[config.mk]
export PLATFORM = sky130hd
export DESIGN_NAME = isp_prog_slave
export DESIGN_NICKNAME = d
export VERILOG_FILES = /design/src/rtl/isp_prog_pkg.sv /design/src/rtl/isp_sync_edge.sv /design/src/rtl/isp_frame_shift.sv /design/src/rtl/isp_cmd_ctrl.sv /design/src/rtl/isp_prog_slave.sv
export SDC_FILE = /design/constraint.sdc
export NUM_CORES = 1
export LEC_CHECK = 0
export BUFFER_PORTS_ARGS = -buffer_cell sky130_fd_sc_hd__buf_2
export CAP_MARGIN = 25
export CORE_MARGIN = 10
export CORE_UTILIZATION = 46
export CTS_CLUSTER_SIZE = 14
export DETAILED_ROUTE_END_ITERATION = 12
export GPL_TIMING_DRIVEN = 1
export PLACE_DENSITY_LB_ADDON = 0.08
export SLEW_MARGIN = 20
export SYNTH_ARGS = -nofsm -noshare
export SYNTH_HDL_FRONTEND = slang
export SYNTH_SLANG_ARGS = --single-unit
[constraint.sdc]
create_clock -name clk -period 2.2 [get_ports clk]
set_clock_uncertainty 0.15 [all_clocks]
set_input_delay 0.66 -clock clk [delete_from_list [all_inputs] [get_ports clk]]
set_output_delay 0.66 -clock clk [all_outputs]
set_load 0.01 [all_outputs]
[src/rtl/isp_prog_pkg.sv]
package isp_prog_pkg;
   localparam int BYTE_W      = 8;
   localparam int FRAME_BYTES = 4;
   localparam int FRAME_BITS  = BYTE_W * FRAME_BYTES;
   localparam int BITCNT_W    = $clog2(FRAME_BITS);
   localparam int DATA_AW     = 6;

   localparam logic [7:0] OP_ENA_HI  = 8'hAC;
   localparam logic [7:0] OP_ENA_LO  = 8'h53;
   localparam logic [7:0] OP_ERASE   = 8'h80;
   localparam logic [7:0] OP_RD_PROG = 8'h20;
   localparam logic [7:0] OP_WR_PROG = 8'h40;
   localparam logic [7:0] OP_RD_DATA = 8'hA0;
   localparam logic [7:0] OP_WR_DATA = 8'hC0;
   localparam logic [7:0] BLANK_BYTE = 8'hFF;

   typedef enum logic [2:0] {
      FEV_NONE,
      FEV_BYTE1,
      FEV_BYTE2,
      FEV_BYTE3,
      FEV_FRAME
   } frame_ev_e;
endpackage

[src/rtl/isp_sync_edge.sv]
module isp_sync_edge #(
   parameter int STAGES = 2
) (
   input  logic clk,
   input  logic arst_n,
   input  logic sck_i,
   input  logic mosi_i,
   output logic sck_rise,
   output logic sck_fall,
   output logic mosi_s
);
   generate
      if (STAGES < 2) begin : g_bad_stages
         $error("isp_sync_edge: STAGES must be at least 2");
      end
   endgenerate

   logic [STAGES-1:0] sck_q;
   logic [STAGES-1:0] mosi_q;
   logic              sck_prev;

   genvar gi;
   generate
      for (gi = 0; gi < STAGES; gi++) begin : g_stage
         if (gi == 0) begin : g_first
            always_ff @(posedge clk or negedge arst_n) begin
               if (!arst_n) begin
                  sck_q[gi]  <= 1'b0;
                  mosi_q[gi] <= 1'b0;
               end else begin
                  sck_q[gi]  <= sck_i;
                  mosi_q[gi] <= mosi_i;
               end
            end
         end else begin : g_next
            always_ff @(posedge clk or negedge arst_n) begin
               if (!arst_n) begin
                  sck_q[gi]  <= 1'b0;
                  mosi_q[gi] <= 1'b0;
               end else begin
                  sck_q[gi]  <= sck_q[gi-1];
                  mosi_q[gi] <= mosi_q[gi-1];
               end
            end
         end
      end
   endgenerate

   always_ff @(posedge clk or negedge arst_n) begin
      if (!arst_n) sck_prev <= 1'b0;
      else         sck_prev <= sck_q[STAGES-1];
   end

   assign sck_rise = sck_q[STAGES-1] & ~sck_prev;
   assign sck_fall = ~sck_q[STAGES-1] & sck_prev;
   assign mosi_s   = mosi_q[STAGES-1];
endmodule

[src/rtl/isp_frame_shift.sv]
module isp_frame_shift
   import isp_prog_pkg::*;
(
   input  logic                  clk,
   input  logic                  arst_n,
   input  logic                  clr,
   input  logic                  rise,
   input  logic                  fall,
   input  logic                  mosi_s,
   input  logic                  tx_load,
   input  logic [BYTE_W-1:0]     tx_byte,
   output logic [FRAME_BITS-1:0] rx_word,
   output frame_ev_e             ev,
   output logic                  miso
);
   logic [BITCNT_W-1:0] bit_cnt;
   logic [BYTE_W-1:0]   tx_sh;
   frame_ev_e           ev_next;

   always_comb begin
      ev_next = FEV_NONE;
      if (rise && (bit_cnt[2:0] == 3'd7)) begin
         case (bit_cnt[BITCNT_W-1:3])
            2'd0:    ev_next = FEV_BYTE1;
            2'd1:    ev_next = FEV_BYTE2;
            2'd2:    ev_next = FEV_BYTE3;
            default: ev_next = FEV_FRAME;
         endcase
      end
   end

   always_ff @(posedge clk or negedge arst_n) begin
      if (!arst_n) begin
         bit_cnt <= '0;
         rx_word <= '0;
         ev      <= FEV_NONE;
         tx_sh   <= '0;
         miso    <= 1'b0;
      end else if (clr) begin
         bit_cnt <= '0;
         rx_word <= '0;
         ev      <= FEV_NONE;
         tx_sh   <= '0;
         miso    <= 1'b0;
      end else begin
         ev <= ev_next;
         if (rise) begin
            rx_word <= {rx_word[FRAME_BITS-2:0], mosi_s};
            bit_cnt <= bit_cnt + 1'b1;
         end
         if (fall) miso <= tx_sh[BYTE_W-1];
         if (tx_load)   tx_sh <= tx_byte;
         else if (fall) tx_sh <= {tx_sh[BYTE_W-2:0], 1'b0};
      end
   end
endmodule

[src/rtl/isp_cmd_ctrl.sv]
module isp_cmd_ctrl
   import isp_prog_pkg::*;
#(
   parameter int PROG_AW    = 10,
   parameter int WRITE_WAIT = 40,
   parameter int ERASE_WAIT = 1200
) (
   input  logic                  clk,
   input  logic                  arst_n,
   input  logic                  clr,
   input  frame_ev_e             ev,
   input  logic [FRAME_BITS-1:0] rx_word,
   input  logic [BYTE_W-1:0]     mem_rdata,
   output logic                  tx_load,
   output logic [BYTE_W-1:0]     tx_byte,
   output logic                  mem_rd,
   output logic                  mem_wr,
   output logic                  mem_erase,
   output logic                  mem_space,
   output logic [PROG_AW-1:0]    mem_addr,
   output logic [BYTE_W-1:0]     mem_wdata,
   output logic                  busy,
   output logic                  enabled
);
   localparam int WAIT_MAX = (ERASE_WAIT > WRITE_WAIT) ? ERASE_WAIT : WRITE_WAIT;
   localparam int CNT_W    = $clog2(WAIT_MAX + 1);

   generate
      if (PROG_AW < DATA_AW || PROG_AW > 16) begin : g_bad_aw
         $error("isp_cmd_ctrl: PROG_AW must lie in 6..16");
      end
      if (WRITE_WAIT < 2 || ERASE_WAIT < 1) begin : g_bad_wait
         $error("isp_cmd_ctrl: WRITE_WAIT >= 2 and ERASE_WAIT >= 1 required");
      end
   endgenerate

   logic [CNT_W-1:0]  wait_cnt;
   logic              wr2_pend;
   logic [BYTE_W-1:0] wr2_data;

   // fields of a full frame
   logic [7:0]  f_op, f_b2, f_b3, f_b4;
   // fields after three bytes
   logic [7:0]  p_op, p_b2, p_b3;
   logic [15:0] f_paddr, f_daddr, p_paddr, p_daddr;
   logic        rd_hit;

   assign {f_op, f_b2, f_b3, f_b4} = rx_word;
   assign p_op    = rx_word[23:16];
   assign p_b2    = rx_word[15:8];
   assign p_b3    = rx_word[7:0];
   assign f_paddr = {f_b2, f_b3};
   assign f_daddr = {10'd0, f_b3[DATA_AW-1:0]};
   assign p_paddr = {p_b2, p_b3};
   assign p_daddr = {10'd0, p_b3[DATA_AW-1:0]};
   assign busy    = (wait_cnt != '0);
   assign rd_hit  = enabled && !busy && ((p_op == OP_RD_PROG) || (p_op == OP_RD_DATA));

   always_comb begin
      tx_load = 1'b0;
      tx_byte = '0;
      case (ev)
         FEV_BYTE1, FEV_BYTE3, FEV_FRAME: tx_load = 1'b1;
         FEV_BYTE2: begin
            tx_load = 1'b1;
            tx_byte = rx_word[7:0];
         end
         default: ;
      endcase
      if (mem_rd) begin
         tx_load = 1'b1;
         tx_byte = mem_rdata;
      end
   end

   always_ff @(posedge clk or negedge arst_n) begin
      if (!arst_n) begin
         enabled   <= 1'b0;
         wait_cnt  <= '0;
         wr2_pend  <= 1'b0;
         wr2_data  <= '0;
         mem_rd    <= 1'b0;
         mem_wr    <= 1'b0;
         mem_erase <= 1'b0;
         mem_space <= 1'b0;
         mem_addr  <= '0;
         mem_wdata <= '0;
      end else if (clr) begin
         enabled   <= 1'b0;
         wait_cnt  <= '0;
         wr2_pend  <= 1'b0;
         wr2_data  <= '0;
         mem_rd    <= 1'b0;
         mem_wr    <= 1'b0;
         mem_erase <= 1'b0;
         mem_space <= 1'b0;
         mem_addr  <= '0;
         mem_wdata <= '0;
      end else begin
         mem_rd    <= 1'b0;
         mem_wr    <= 1'b0;
         mem_erase <= 1'b0;
         if (wait_cnt != '0) wait_cnt <= wait_cnt - 1'b1;

         if (wr2_pend) begin
            wr2_pend  <= 1'b0;
            mem_wr    <= 1'b1;
            mem_wdata <= wr2_data;
         end

         if (ev == FEV_BYTE3 && rd_hit) begin
            mem_rd    <= 1'b1;
            mem_space <= (p_op == OP_RD_DATA);
            mem_addr  <= (p_op == OP_RD_DATA) ? p_daddr[PROG_AW-1:0]
                                              : p_paddr[PROG_AW-1:0];
         end

         if (ev == FEV_FRAME) begin
            if (!enabled) begin
               if (f_op == OP_ENA_HI && f_b2 == OP_ENA_LO) enabled <= 1'b1;
            end else if (!busy) begin
               case (f_op)
                  OP_ENA_HI: begin
                     if (f_b2 == OP_ERASE) begin
                        mem_erase <= 1'b1;
                        wait_cnt  <= CNT_W'(ERASE_WAIT);
                     end
                  end
                  OP_WR_PROG: begin
                     mem_wr    <= 1'b1;
                     mem_space <= 1'b0;
                     mem_addr  <= f_paddr[PROG_AW-1:0];
                     mem_wdata <= f_b4;
                     wait_cnt  <= CNT_W'(WRITE_WAIT);
                  end
                  OP_WR_DATA: begin
                     mem_wr    <= 1'b1;
                     mem_space <= 1'b1;
                     mem_addr  <= f_daddr[PROG_AW-1:0];
                     mem_wdata <= BLANK_BYTE;
                     wr2_pend  <= 1'b1;
                     wr2_data  <= f_b4;
                     wait_cnt  <= CNT_W'(WRITE_WAIT);
                  end
                  default: ;
               endcase
            end
         end
      end
   end
endmodule

[src/rtl/isp_prog_slave.sv]
module isp_prog_slave
   import isp_prog_pkg::*;
#(
   parameter int PROG_AW     = 10,
   parameter int WRITE_WAIT  = 40,
   parameter int ERASE_WAIT  = 1200,
   parameter int SYNC_STAGES = 2
) (
   input  logic               clk,
   input  logic               arst_n,
   input  logic               tgt_reset_n,
   input  logic               sck,
   input  logic               mosi,
   output logic               miso,
   output logic               mem_rd,
   output logic               mem_wr,
   output logic               mem_erase,
   output logic               mem_space,
   output logic [PROG_AW-1:0] mem_addr,
   output logic [7:0]         mem_wdata,
   input  logic [7:0]         mem_rdata,
   output logic               busy
);
   logic                  sck_rise, sck_fall, mosi_s;
   logic                  clr;
   logic [FRAME_BITS-1:0] rx_word;
   frame_ev_e             ev;
   logic                  tx_load;
   logic [BYTE_W-1:0]     tx_byte;
   logic                  enabled;

   assign clr = tgt_reset_n;

   isp_sync_edge #(.STAGES(SYNC_STAGES)) u_sync (
      .clk      (clk),
      .arst_n   (arst_n),
      .sck_i    (sck),
      .mosi_i   (mosi),
      .sck_rise (sck_rise),
      .sck_fall (sck_fall),
      .mosi_s   (mosi_s)
   );

   isp_frame_shift u_shift (
      .clk     (clk),
      .arst_n  (arst_n),
      .clr     (clr),
      .rise    (sck_rise),
      .fall    (sck_fall),
      .mosi_s  (mosi_s),
      .tx_load (tx_load),
      .tx_byte (tx_byte),
      .rx_word (rx_word),
      .ev      (ev),
      .miso    (miso)
   );

   isp_cmd_ctrl #(
      .PROG_AW    (PROG_AW),
      .WRITE_WAIT (WRITE_WAIT),
      .ERASE_WAIT (ERASE_WAIT)
   ) u_ctrl (
      .clk       (clk),
      .arst_n    (arst_n),
      .clr       (clr),
      .ev        (ev),
      .rx_word   (rx_word),
      .mem_rdata (mem_rdata),
      .tx_load   (tx_load),
      .tx_byte   (tx_byte),
      .mem_rd    (mem_rd),
      .mem_wr    (mem_wr),
      .mem_erase (mem_erase),
      .mem_space (mem_space),
      .mem_addr  (mem_addr),
      .mem_wdata (mem_wdata),
      .busy      (busy),
      .enabled   (enabled)
   );
endmodule

==> key figures, run 1 <==
Layout
  – Syn-to-layout area delta: 30.11%
  – Final #Nets: 567
  – Final design utilization: 0.6220
  – Layout fillers: 834
  – Total inserted antenna cells: 0
  – Commonest non-fill, non-tap cell in the layout: dfrtp_1
  – Share of cells above drive strength 1: 0.3098
  – Final instance area: 6163 um^2
  – Most frequent cells in the layout: dfrtp_1, nand2_1, a21oi_1, buf_4, buf_2

Global route
  – Initial antenna violation count: 0
  – Pin count of the biggest net entering global routing: 98
  – Gr ovfl total: 0
  – GRT Overall Usage: 0.1736
  – Vias in the first global route: 4012
  – Grt met3 use: 0.04653
  – Met2 Use GR: 0.2703
  – First-pass GRT wire length: 20.76 mm
  – GRT met1 Usage: 0.2272
  – Layer with the highest usage: met2

Timing
  – RSZ-0062 raised after global routing: true
  – Fin worst setup slack: -0.2029 ns
  – Pins Over Slew Limit: 0
  – F_max: 416.2 MHz
  – Setup violations, final: 22
  – Final hold viol count: 0
  – Tcrit/Tclk final: 1.092
  – Crit path time final: 2.403 ns
  – Worst-Margin Slew: 0.5319 ns
  – Slew HR: 0.6454

Setup path
  – Worst Setup Start Kind: flop
  – R2R Setup Slk: -0.09 ns
  – Worst-case reg-to-reg path depth: 9
  – Critical-path top delay cell: dfrtp_1
  – Worst setup EP type: output pin
  – Capture point of the worst reg-to-reg path: u_ctrl.wait_cnt[4]
  – CP Class: flop to output pin
  – Worst EP arrival: 1.59 ns
  – CP Cell Sequence: inv_2 -> ha_4 -> nor4b_4 -> and4_1 -> inv_2 -> buf_6
  – R2r startpoint: u_ctrl.wait_cnt[0]
  – Worst Setup EP: busy
  – Most frequent cell on the critical path: inv_2
  – Worst EP required: between 1 and 1.5 ns
  – Critical path origin: u_ctrl.wait_cnt[0]
  – Max stage delay on crit path: 0.40 ns
  – Max FO, Critical Path: 2

Synthesis
  – YS warnings: 0
  – Ys async rst share: 1.000
  – Post-synth EDFFs: 0
  – Sequential-to-total area share from yosys stat: 0.5124
  – Post-Syn Area: 4737 um^2
  – Post-Synth Adder-Cell Area: 0.01849
  – Proportion of synthesized area in mux cells: 0.02324
  – Mean Syn Cell Area: 9.667 um^2
  – Synthesized-area fraction occupied by and/or/nand/nor cells: 0.2224
  – Xor-xnor portion of the synthesized cell area: 0.005547
  – Yosys reg bits: 97
  – Largest family of logic cells by synthesized area: simple AND/OR/NAND/NOR gates
  – Post-synthesis compound-gate area fraction: 0.1730
  – Primary flip-flop cell chosen by synthesis mapping: dfrtp_1
  – Unique masters post-synth: 51
  – Mapped Cells: 490
  – Post-synthesis net count: a little over 500

Job
  – Max-Cap Viols: 0

CTS
  – CTS clk-pin slew, worst paths: 0.09 ns
  – Skew-Pair Late Insertion Delay: ~0.39 ns
  – Clock sink count: just under 100
  – H-tree depth: 3
  – Clk root buf: clkbuf_8
  – Hold-fix buffers, CTS: 0
  – Total CTS buffers: 9
  – CTS tree: built
  – Maximum clock insertion buffer count: 2

Routing
  – TritonRoute pass-1 iters: 5
  – # DRC: 0
  – DRT iter0 DRCs: 446
  – Post-route ant nets: 0
  – Vias per cell: 6.093
  – Final wirelength: between 10 and 15 mm
  – WL per Instance: about 20 um
  – Via count: 4174

Power
  – P_leak: 2.482 nW
  – Comb power frac: 0.437
  – Sw Share: 0.3609
  – Sequential Power Share: 0.356
  – Internal: 3.554 mW
  – Max IR drop VDD: 0.0007898 V
  – Clk pwr share: 0.207
  – Power per Cell Area: between 900 and 1000 nW/um^2
  – P_sw: approximately 2 mW

Place
  – GP Congestion: 0.8297
  – HPWL after DPL: 8.145 mm
  – IO buf count: 36
  – Post-placement cell area: 5197 um^2

Floorplanning
  – Die ar.: 14760 um^2
  – Rows: 36
  – Core region area: 9910 um^2
  – Initial Utilization: 0.4780
  – Die height: 121.5 um
  – Die X: 121.5 um
  – Io pins: 37

Status
  – Status: complete, but fails checks
  – Failing checks: setup timing

Worst hold path
  – Hold WC Path Type: primary input to async pin
[metrics by stage]
step / power, mW / hold WS [ns] / setup TNS (ns) / setup WS (ns) / cells
final: 5.561 / 0.1729 / -1.149 / -0.2029 / 685
after CTS: 4.582 / 0.1932 / -1.168 / -0.2351 / 672
after detailed placement: 3.368 / 0.1865 / 0 / 0.02563 / 653
after global routing: 5.809 / 0.2104 / -3.449 / -0.2853 / 685
after global placement: 3.345 / 0.1835 / 0 / 0.08602 / 653
after floorplan: 2.936 / 0.1812 / -0.03939 / -0.03939 / 490
[worst min-delay path by stage]
stage	start	end	slack, ns	cells past startpoint
after floorplan	u_sync.mosi_q[0]	u_sync.mosi_s	0.18	0
after global placement	u_sync.sck_q[0]	u_sync.sck_q[1]	0.18	0
after detailed placement	u_sync.mosi_q[0]	u_sync.mosi_s	0.19	0
after CTS	arst_n	u_shift.tx_sh[6]	0.19	2
after global routing	arst_n	u_shift.miso	0.21	2
final	arst_n	u_shift.tx_sh[5]	0.17	2
[state kept, by name (all words and copies together), names as in the netlist, 2 cells and up]
name / count
u_ctrl.mem_addr: 10
u_ctrl.mem_wdata: 8
u_ctrl.wait_cnt: 11
u_ctrl.wr2_data: 8
u_shift.bit_cnt: 5
u_shift.ev: 3
u_shift.rx_word: 32
u_shift.tx_sh: 8
u_sync.sck_q: 2
[Yosys cell counts (3+ instances only)]
cell type	n	area (um^2)
dfrtp_1	97	2427
nand2_1	74	277.8
a21oi_1	51	255.2
clkbuf_1	32	120.1
nor2_1	23	86.33
nand4_1	17	106.4
o21ai_0	17	85.08
nor3_1	13	65.06
a311oi_1	12	105.1
mux2i_1	11	110.1
nand3_1	10	50.05
nor4b_1	10	87.58
or3_1	10	62.56
a211oi_1	9	67.56
nor4_1	9	56.30
o31ai_1	9	67.56
a22oi_1	8	60.06
inv_1	8	30.03
a221o_1	7	70.07
ha_1	7	87.58
nor2b_1	6	37.54
a2111oi_0	4	35.03
buf_1	4	15.01
buf_6	3	33.78
nand2b_1	3	18.77
or4_1	3	22.52
xnor2_1	3	26.28
[metal layers]
layer	vias up	share of wire
li1	1920	-
met1	2110	0.43
met2	125	0.49
met3	19	0.060
met4	0	0.019
met5	-	0
[worst max-delay path: cells and delay by family (launching register included)]
family	cells	cell delay [ns]
buf+inv	3	0.27
fa+ha+maj	1	0.12
flops	1	0.40
simple gates	2	0.43
[layout make-up]
class / count / area [um^2] / area share
multi-input combinational: 346 / 2638 / 0.4279
sequential: 97 / 2427 / 0.3938
timing repair buffer: 84 / 713.2 / 0.1157
clock buffer: 15 / 176.4 / 0.02862
tap: 133 / 166.4 / 0.02700
inverter: 9 / 33.78 / 0.005481
clock inverter: 1 / 8.758 / 0.001421
[cell families after synthesis]
| kind of cell | after synthesis |
|---|---|
| AND/OR/NAND/NOR | 197 |
| AO/OA/AOI/OAI | 125 |
| flip-flops | 97 |
| buffers and inverters | 50 |
| multiplexers | 11 |
| adder cells (fa/ha/maj) | 7 |
| XOR/XNOR | 3 |
[power groups by stage]
stage	Sequential [mW]	Combinational [mW]	Clock [mW]
CTS	1.97	1.44	1.17
global placement	2.00	1.34	0
floorplan	1.99	0.948	0
finish	1.98	2.43	1.15
global route	2.00	2.58	1.24
detailed placement	2.01	1.36	0
[timing repair]
action | 4_1_cts | 5_1_grt
cloned | 0 | 9
endpoints found under the setup margin | 1 | 36
setup buffers | 3 | 4
pin swaps | 2 | 22
resized for setup | 2 | 97
No activity file was read; power rests on OpenSTA's default activity.
==> inputs of run 2 (changes only) <==
- MAX_ROUTING_LAYER: unset -> met4
- SLEW_MARGIN: 20 -> unset
==> run 2 against run 1 <==
- the run still ends with setup timing left
- design area increased by 1.2%
- worst hold slack got worse by 0.026 ns
- register-to-register slack got worse by 0.10 ns
- wire length increased by 1.2%
- setup slack improved by 0.0022 ns
- count of clock-buffer cells in the layout unchanged
- critical path depth unchanged
- non-clock buffer count increased by 4
- cell count increased by 0.58%
==> key figures, run 2 (same netlist as run 1, synthesis figures left out) <==
Timing
  – Hold WS: 0.1472 ns (was 0.1729 ns)
  – Final hold viol count: 0 (unchanged)
  – Crit path time final: 2.401 ns (was 2.403 ns)
  – Pins Over Slew Limit: 0 (unchanged)
  – Worst-Margin Slew: 0.5934 ns (was 0.5319 ns)
  – Slew HR: 0.6044 (was 0.6454)
  – Post-route setup TNS: -2.414 ns (was -1.149 ns)
  – Fin worst setup slack: -0.2007 ns (was -0.2029 ns)
  – Setup violations, final: 23 (was 22)
  – Tcrit/Tclk final: 1.091 (was 1.092)
  – RSZ-0062 raised after global routing: true (unchanged)
  – F_max: 416.5 MHz (was 416.2 MHz)

Routing
  – TritonRoute pass-1 iters: 5 (unchanged)
  – Vias per cell: 6.157 (was 6.093)
  – DRT iter0 DRCs: 520 (was 446)
  – Final wirelength: 13.96 mm (was 13.80 mm)
  – # DRC: 0 (unchanged)
  – WL per Instance: 20.27 um (was 20.14 um)
  – Post-route ant nets: 0 (unchanged)
  – Via count: 4242 (was 4174)

Floorplanning
  – Die ar.: 14760 um^2 (unchanged)
  – Die X: 121.5 um (unchanged)
  – Core region area: 9910 um^2 (unchanged)
  – Initial Utilization: 0.4780 (unchanged)
  – Rows: 36 (unchanged)
  – Io pins: 37 (unchanged)
  – Die height: 121.5 um (unchanged)

Global route
  – First-pass GRT wire length: 20.75 mm (was 20.76 mm)
  – Vias in the first global route: 4019 (was 4012)
  – Met2 Use GR: 0.2713 (was 0.2703)
  – Grt met3 use: 0.04839 (was 0.04653)
  – Pin count of the biggest net entering global routing: 98 (unchanged)
  – Initial antenna violation count: 0 (unchanged)
  – GRT Overall Usage: 0.1785 (was 0.1736)
  – Layer with the highest usage: met2 (unchanged)
  – GRT met1 Usage: 0.2266 (was 0.2272)
  – Gr ovfl total: 0 (unchanged)

Layout
  – Layout fillers: 825 (was 834)
  – Commonest non-fill, non-tap cell in the layout: dfrtp_1 (unchanged)
  – Total inserted antenna cells: 0 (unchanged)
  – Most frequent cells in the layout: dfrtp_1, nand2_1, a21oi_1, buf_4, buf_2 (unchanged)
  – Max reg flops: 32 (unchanged)
  – Final instance area: 6240 um^2 (was 6163 um^2)
  – Final #Nets: 571 (was 567)
  – Share of cells above drive strength 1: 0.3183 (was 0.3098)
  – Finished Layout Cells: 689 (was 685)
  – Final design utilization: 0.6297 (was 0.6220)
  – Area of the multi-input gates: 2699 um^2 (was 2638 um^2)
  – FF/Latch Area: 2427 um^2 (unchanged)
  – Largest Register: u_shift.rx_word (unchanged)
  – Syn-to-layout area delta: 31.72% (was 30.11%)
  – Top flop regs: u_shift.rx_word (32), u_ctrl.wait_cnt (11), u_ctrl.mem_addr (10) (unchanged)

Setup path
  – CP Cell Sequence: inv_2 -> ha_4 -> nor4b_4 -> and4_1 -> inv_2 -> buf_6 (unchanged)
  – Most frequent cell on the critical path: inv_2 (unchanged)
  – R2R Setup Slk: -0.19 ns (was -0.09 ns)
  – CP Class: flop to output pin (unchanged)
  – Max stage delay on crit path: 0.40 ns (about the same)
  – Max FO, Critical Path: 2 (unchanged)
  – R2r startpoint: u_ctrl.wait_cnt[0] (unchanged)
  – Capture point of the worst reg-to-reg path: u_ctrl.mem_addr[0] (was u_ctrl.wait_cnt[4])
  – Worst EP arrival: 1.59 ns (about the same)
  – Worst EP required: 1.39 ns (about the same)
  – Critical-path top delay cell: dfrtp_1 (unchanged)
  – Worst setup EP type: output pin (unchanged)
  – CP delay by family, top: simple AND/OR/NAND/NOR gates (unchanged)
  – Worst Setup Start Kind: flop (unchanged)
  – Crit path buf inv count: 3 (unchanged)
  – Worst-case reg-to-reg path depth: 10 (was 9)

Place
  – GP Congestion: 0.8423 (was 0.8297)
  – IO buf count: 36 (unchanged)
  – DP Worst Slack: 0.02563 ns (unchanged)
  – Placed cell count: 653 (unchanged)
  – HPWL after DPL: 8.145 mm (unchanged)
  – Post-placement cell area: 5197 um^2 (unchanged)

CTS
  – Hold-fix buffers, CTS: 0 (unchanged)
  – CTS tree: built (unchanged)
  – H-tree depth: 3 (unchanged)
  – CTS clk-pin slew, worst paths: 0.09 ns (about the same)
  – Clock sink count: 97 (unchanged)
  – Clk root buf: clkbuf_8 (unchanged)
  – Total CTS buffers: 9 (unchanged)
  – Skew-Pair Late Insertion Delay: 0.38 ns (was 0.39 ns)
  – Maximum clock insertion buffer count: 2 (unchanged)

Status
  – Status: complete, but fails checks (unchanged)
  – Failing checks: setup timing (unchanged)

Power
  – P_leak: 2.528 nW (was 2.482 nW)
  – Overall power: 5.632 mW (was 5.561 mW)
  – Power per Cell Area: 902.6 nW/um^2 (was 902.3 nW/um^2)
  – Max IR drop VDD: 0.0007637 V (was 0.0007898 V)

Worst hold path
  – Hold WC Path Type: primary input to async pin (unchanged)

Job
  – Max-Cap Viols: 0 (unchanged)
## run 2: changes by cell type in the layout (fill, tap and decap cells not counted), sizes merged
| cell | previous run | this run |
|---|---|---|
| clkbuf | 20 | 19 |
| buf | 79 | 84 |
## run 2: layer usage
layer | vias up | wire, um
li1 | 1928 | -
met1 | 2135 | 5960
met2 | 151 | 6841
met3 | 28 | 902
met4 | 0 | 259
met5 | - | 0
## run 2: what timing repair did
item / 4_1_cts / 5_1_grt
resized for setup: 2 / 108
cloned: 0 / 8
pin swaps: 2 / 35
endpoints found under the setup margin: 1 / 36
buffers inserted: 3 / 9
## run 2: worst max-delay path by stage
stage,endpoint,cells after the start,slack (ns),start
2_1_floorplan,busy,7,-0.04,u_ctrl.wait_cnt[1]
5_1_grt,busy,6,-0.28,u_ctrl.wait_cnt[1]
3_3_place_gp,u_ctrl.wait_cnt[4],6,0.09,u_shift.rx_word[25]
6_report,busy,6,-0.20,u_ctrl.wait_cnt[0]
4_1_cts,busy,6,-0.24,u_ctrl.wait_cnt[0]
3_5_place_dp,u_ctrl.mem_addr[0],7,0.03,u_ctrl.wait_cnt[0]
## run 2: cell type report
type                    instances  share of cell area
flip-flops and latches         97              0.3890
well taps                     133             0.02667
clock buffers                  15             0.02827
repair buffers                 88              0.1167
inverters                       9            0.005414
multi-input cells             346              0.4325
clock inverters                 1            0.001404
## run 2: report_power, final
part | internal (mW) | switching [mW]
registers | 1.88 | 0.103
clock network | 0.509 | 0.633
logic | 1.19 | 1.32
==> inputs of run 3 (changes only) <==
- REMOVE_ABC_BUFFERS: unset -> 1
==> run 3 against run 2 <==
- the flow still finishes with violations (setup timing)
- total power down 9.1%
- first-iteration DRC count decreased by 8.1%
- non-clock buffer count stayed put
- critical path depth did not move
- largest power group is now registers
- critical path type unchanged
- critical endpoint unchanged
- register-to-register slack improved by 0.16 ns
==> key figures, run 3 (same netlist as run 1, synthesis figures left out) <==
Global route
  – Initial antenna violation count: 0 (unchanged)
  – Gr ovfl total: 0 (unchanged)
  – First-pass GRT wire length: 20.39 mm (was 20.75 mm)
  – GRT Overall Usage: 0.1726 (was 0.1785)
  – Pin count of the biggest net entering global routing: 51 (was 98)
  – Vias in the first global route: 3890 (was 4019)

Timing
  – Hold WS: 0.06039 ns (was 0.1472 ns)
  – Setup violations, final: 7 (was 23)
  – Pins Over Slew Limit: 0 (unchanged)
  – Fin worst setup slack: -0.2206 ns (was -0.2007 ns)
  – Crit path time final: 2.421 ns (was 2.401 ns)
  – RSZ-0062 raised after global routing: true (unchanged)
  – Worst-Margin Slew: 0.4997 ns (was 0.5934 ns)
  – Post-route setup TNS: -0.3341 ns (was -2.414 ns)
  – Slew HR: 0.6668 (was 0.6044)
  – F_max: 413.1 MHz (was 416.5 MHz)
  – Final hold viol count: 0 (unchanged)
  – Tcrit/Tclk final: 1.100 (was 1.091)

Layout
  – Syn-to-layout area delta: 26.02% (was 31.72%)
  – Commonest non-fill, non-tap cell in the layout: dfrtp_1 (unchanged)
  – Share of cells above drive strength 1: 0.2968 (was 0.3183)
  – Most frequent cells in the layout: dfrtp_1, nand2_1, a21oi_1, buf_4, buf_2 (unchanged)
  – Largest Register: u_shift.rx_word (unchanged)
  – Max reg flops: 32 (unchanged)
  – Final #Nets: 571 (unchanged)
  – Total inserted antenna cells: 0 (unchanged)
  – Top flop regs: u_shift.rx_word (32), u_ctrl.wait_cnt (11), u_ctrl.mem_addr (10) (unchanged)

Floorplanning
  – Core region area: 9910 um^2 (unchanged)
  – Io pins: 37 (unchanged)
  – Die X: 121.5 um (unchanged)
  – Die height: 121.5 um (unchanged)
  – Rows: 36 (unchanged)
  – Initial Utilization: 0.4780 (unchanged)
  – Die ar.: 14760 um^2 (unchanged)

Place
  – IO buf count: 36 (unchanged)
  – GP Congestion: 0.8506 (was 0.8423)
  – HPWL after DPL: 7.933 mm (was 8.145 mm)

Status
  – Status: complete, but fails checks (unchanged)
  – Failing checks: setup timing (unchanged)

Routing
  – # DRC: 0 (unchanged)
  – Via count: 4037 (was 4242)
  – WL per Instance: 18.11 um (was 20.27 um)
  – TritonRoute pass-1 iters: 4 (was 5)
  – DRT iter0 DRCs: 478 (was 520)
  – Post-route ant nets: 0 (unchanged)
  – Vias per cell: 5.859 (was 6.157)
  – Final wirelength: 12.48 mm (was 13.96 mm)

CTS
  – CTS clk-pin slew, worst paths: 0.10 ns (was 0.09 ns)
  – Skew-Pair Late Insertion Delay: 0.36 ns (was 0.38 ns)
  – Maximum clock insertion buffer count: 2 (unchanged)
  – Hold-fix buffers, CTS: 0 (unchanged)
  – H-tree depth: 3 (unchanged)
  – CTS tree: built (unchanged)
  – Clk root buf: clkbuf_8 (unchanged)
  – Total CTS buffers: 9 (unchanged)
  – Clock sink count: 97 (unchanged)

Setup path
  – CP Cell Sequence: inv_2 -> ha_4 -> nor4b_4 -> and4_4 -> inv_8 -> buf_6 (was inv_2 -> ha_4 -> nor4b_4 -> and4_1 -> inv_2 -> buf_6)
  – CP Class: flop to output pin (unchanged)
  – Worst EP required: 1.39 ns (about the same)
  – Worst EP arrival: 1.61 ns (was 1.59 ns)
  – Worst Setup Start Kind: flop (unchanged)
  – Critical-path top delay cell: dfrtp_1 (unchanged)
  – Max stage delay on crit path: 0.40 ns (about the same)
  – Crit path buf inv count: 3 (unchanged)
  – CP delay by family, top: simple AND/OR/NAND/NOR gates (unchanged)
  – Worst setup EP type: output pin (unchanged)
  – Max FO, Critical Path: 2 (unchanged)

Job
  – Max-Cap Viols: 0 (unchanged)

Worst hold path
  – Hold WC Path Type: primary input to async pin (unchanged)

Power
  – P_leak: 2.430 nW (was 2.528 nW)
  – Power per Cell Area: 857.7 nW/um^2 (was 902.6 nW/um^2)
  – Max IR drop VDD: 0.0007045 V (was 0.0007637 V)
[run 3: final timing paths]
kind,startpoint,endpoint,slack [ns],cells past startpoint
max,u_ctrl.wait_cnt[0],busy,-0.22,6
min,arst_n,u_ctrl.mem_wdata[1],0.06,1
max reg2reg,u_ctrl.wait_cnt[0],u_ctrl.mem_space,-0.03,8
min reg2reg,u_sync.sck_q[0],u_sync.sck_q[1],0.21,0
max in group asynchronous,arst_n,u_ctrl.wait_cnt[2],1.26,2
min in group clk,u_sync.sck_q[0],u_sync.sck_q[1],0.21,0
[run 3: metrics by stage]
stage	utilization	power [mW]	instances	instance area, um^2	setup slack [ns]
detailed placement	0.5346	3.428	663	5298	-0.03897
finish	0.6024	5.120	689	5969	-0.2206
CTS	0.5676	4.871	685	5624	-0.2210
global route	0.6024	5.401	689	5969	-0.2843
floorplan	-	2.771	449	4558	-0.5826
global placement	0.5346	3.424	663	5298	0.03767
[run 3: cell type report]
cell class / count / area (um^2)
fill: 844 / 3940
multi-input combinational: 346 / 2465
sequential: 97 / 2427
timing repair buffer: 88 / 659.4
tap: 133 / 166.4
clock buffer: 11 / 131.4
clock inverter: 5 / 78.83
inverter: 9 / 41.29
[run 3: worst register-to-register path: stages, from the launching register on]
cell      delay, ns
dfrtp_1        0.40
inv_2          0.08
ha_4           0.12
nor4b_4        0.20
and4_4         0.30
inv_8          0.04
buf_4          0.19
or3_4          0.44
a311oi_2       0.22
[run 3: routing by layer]
layer,vias up,global-route usage,part of all wire
met5,-,-,0
met4,0,0.06259,0.016
met3,14,0.02932,0.052
met2,99,0.2483,0.47
met1,2000,0.2384,0.47
li1,1924,-,-
[run 3: repair_timing]
item | CTS | global route
gates cloned | 2 | 2
setup buffers | 4 | 2
endpoints found under the setup margin | 20 | 34
pin swaps | 5 | 5
hold endpoints to repair | 0 | 0
resized for setup | 19 | 52
[run 3: power breakdown]
part,internal (mW),switching [mW]
Clock,0.643,0.633
Sequential,1.88,0.0946
Combinational,0.828,1.05
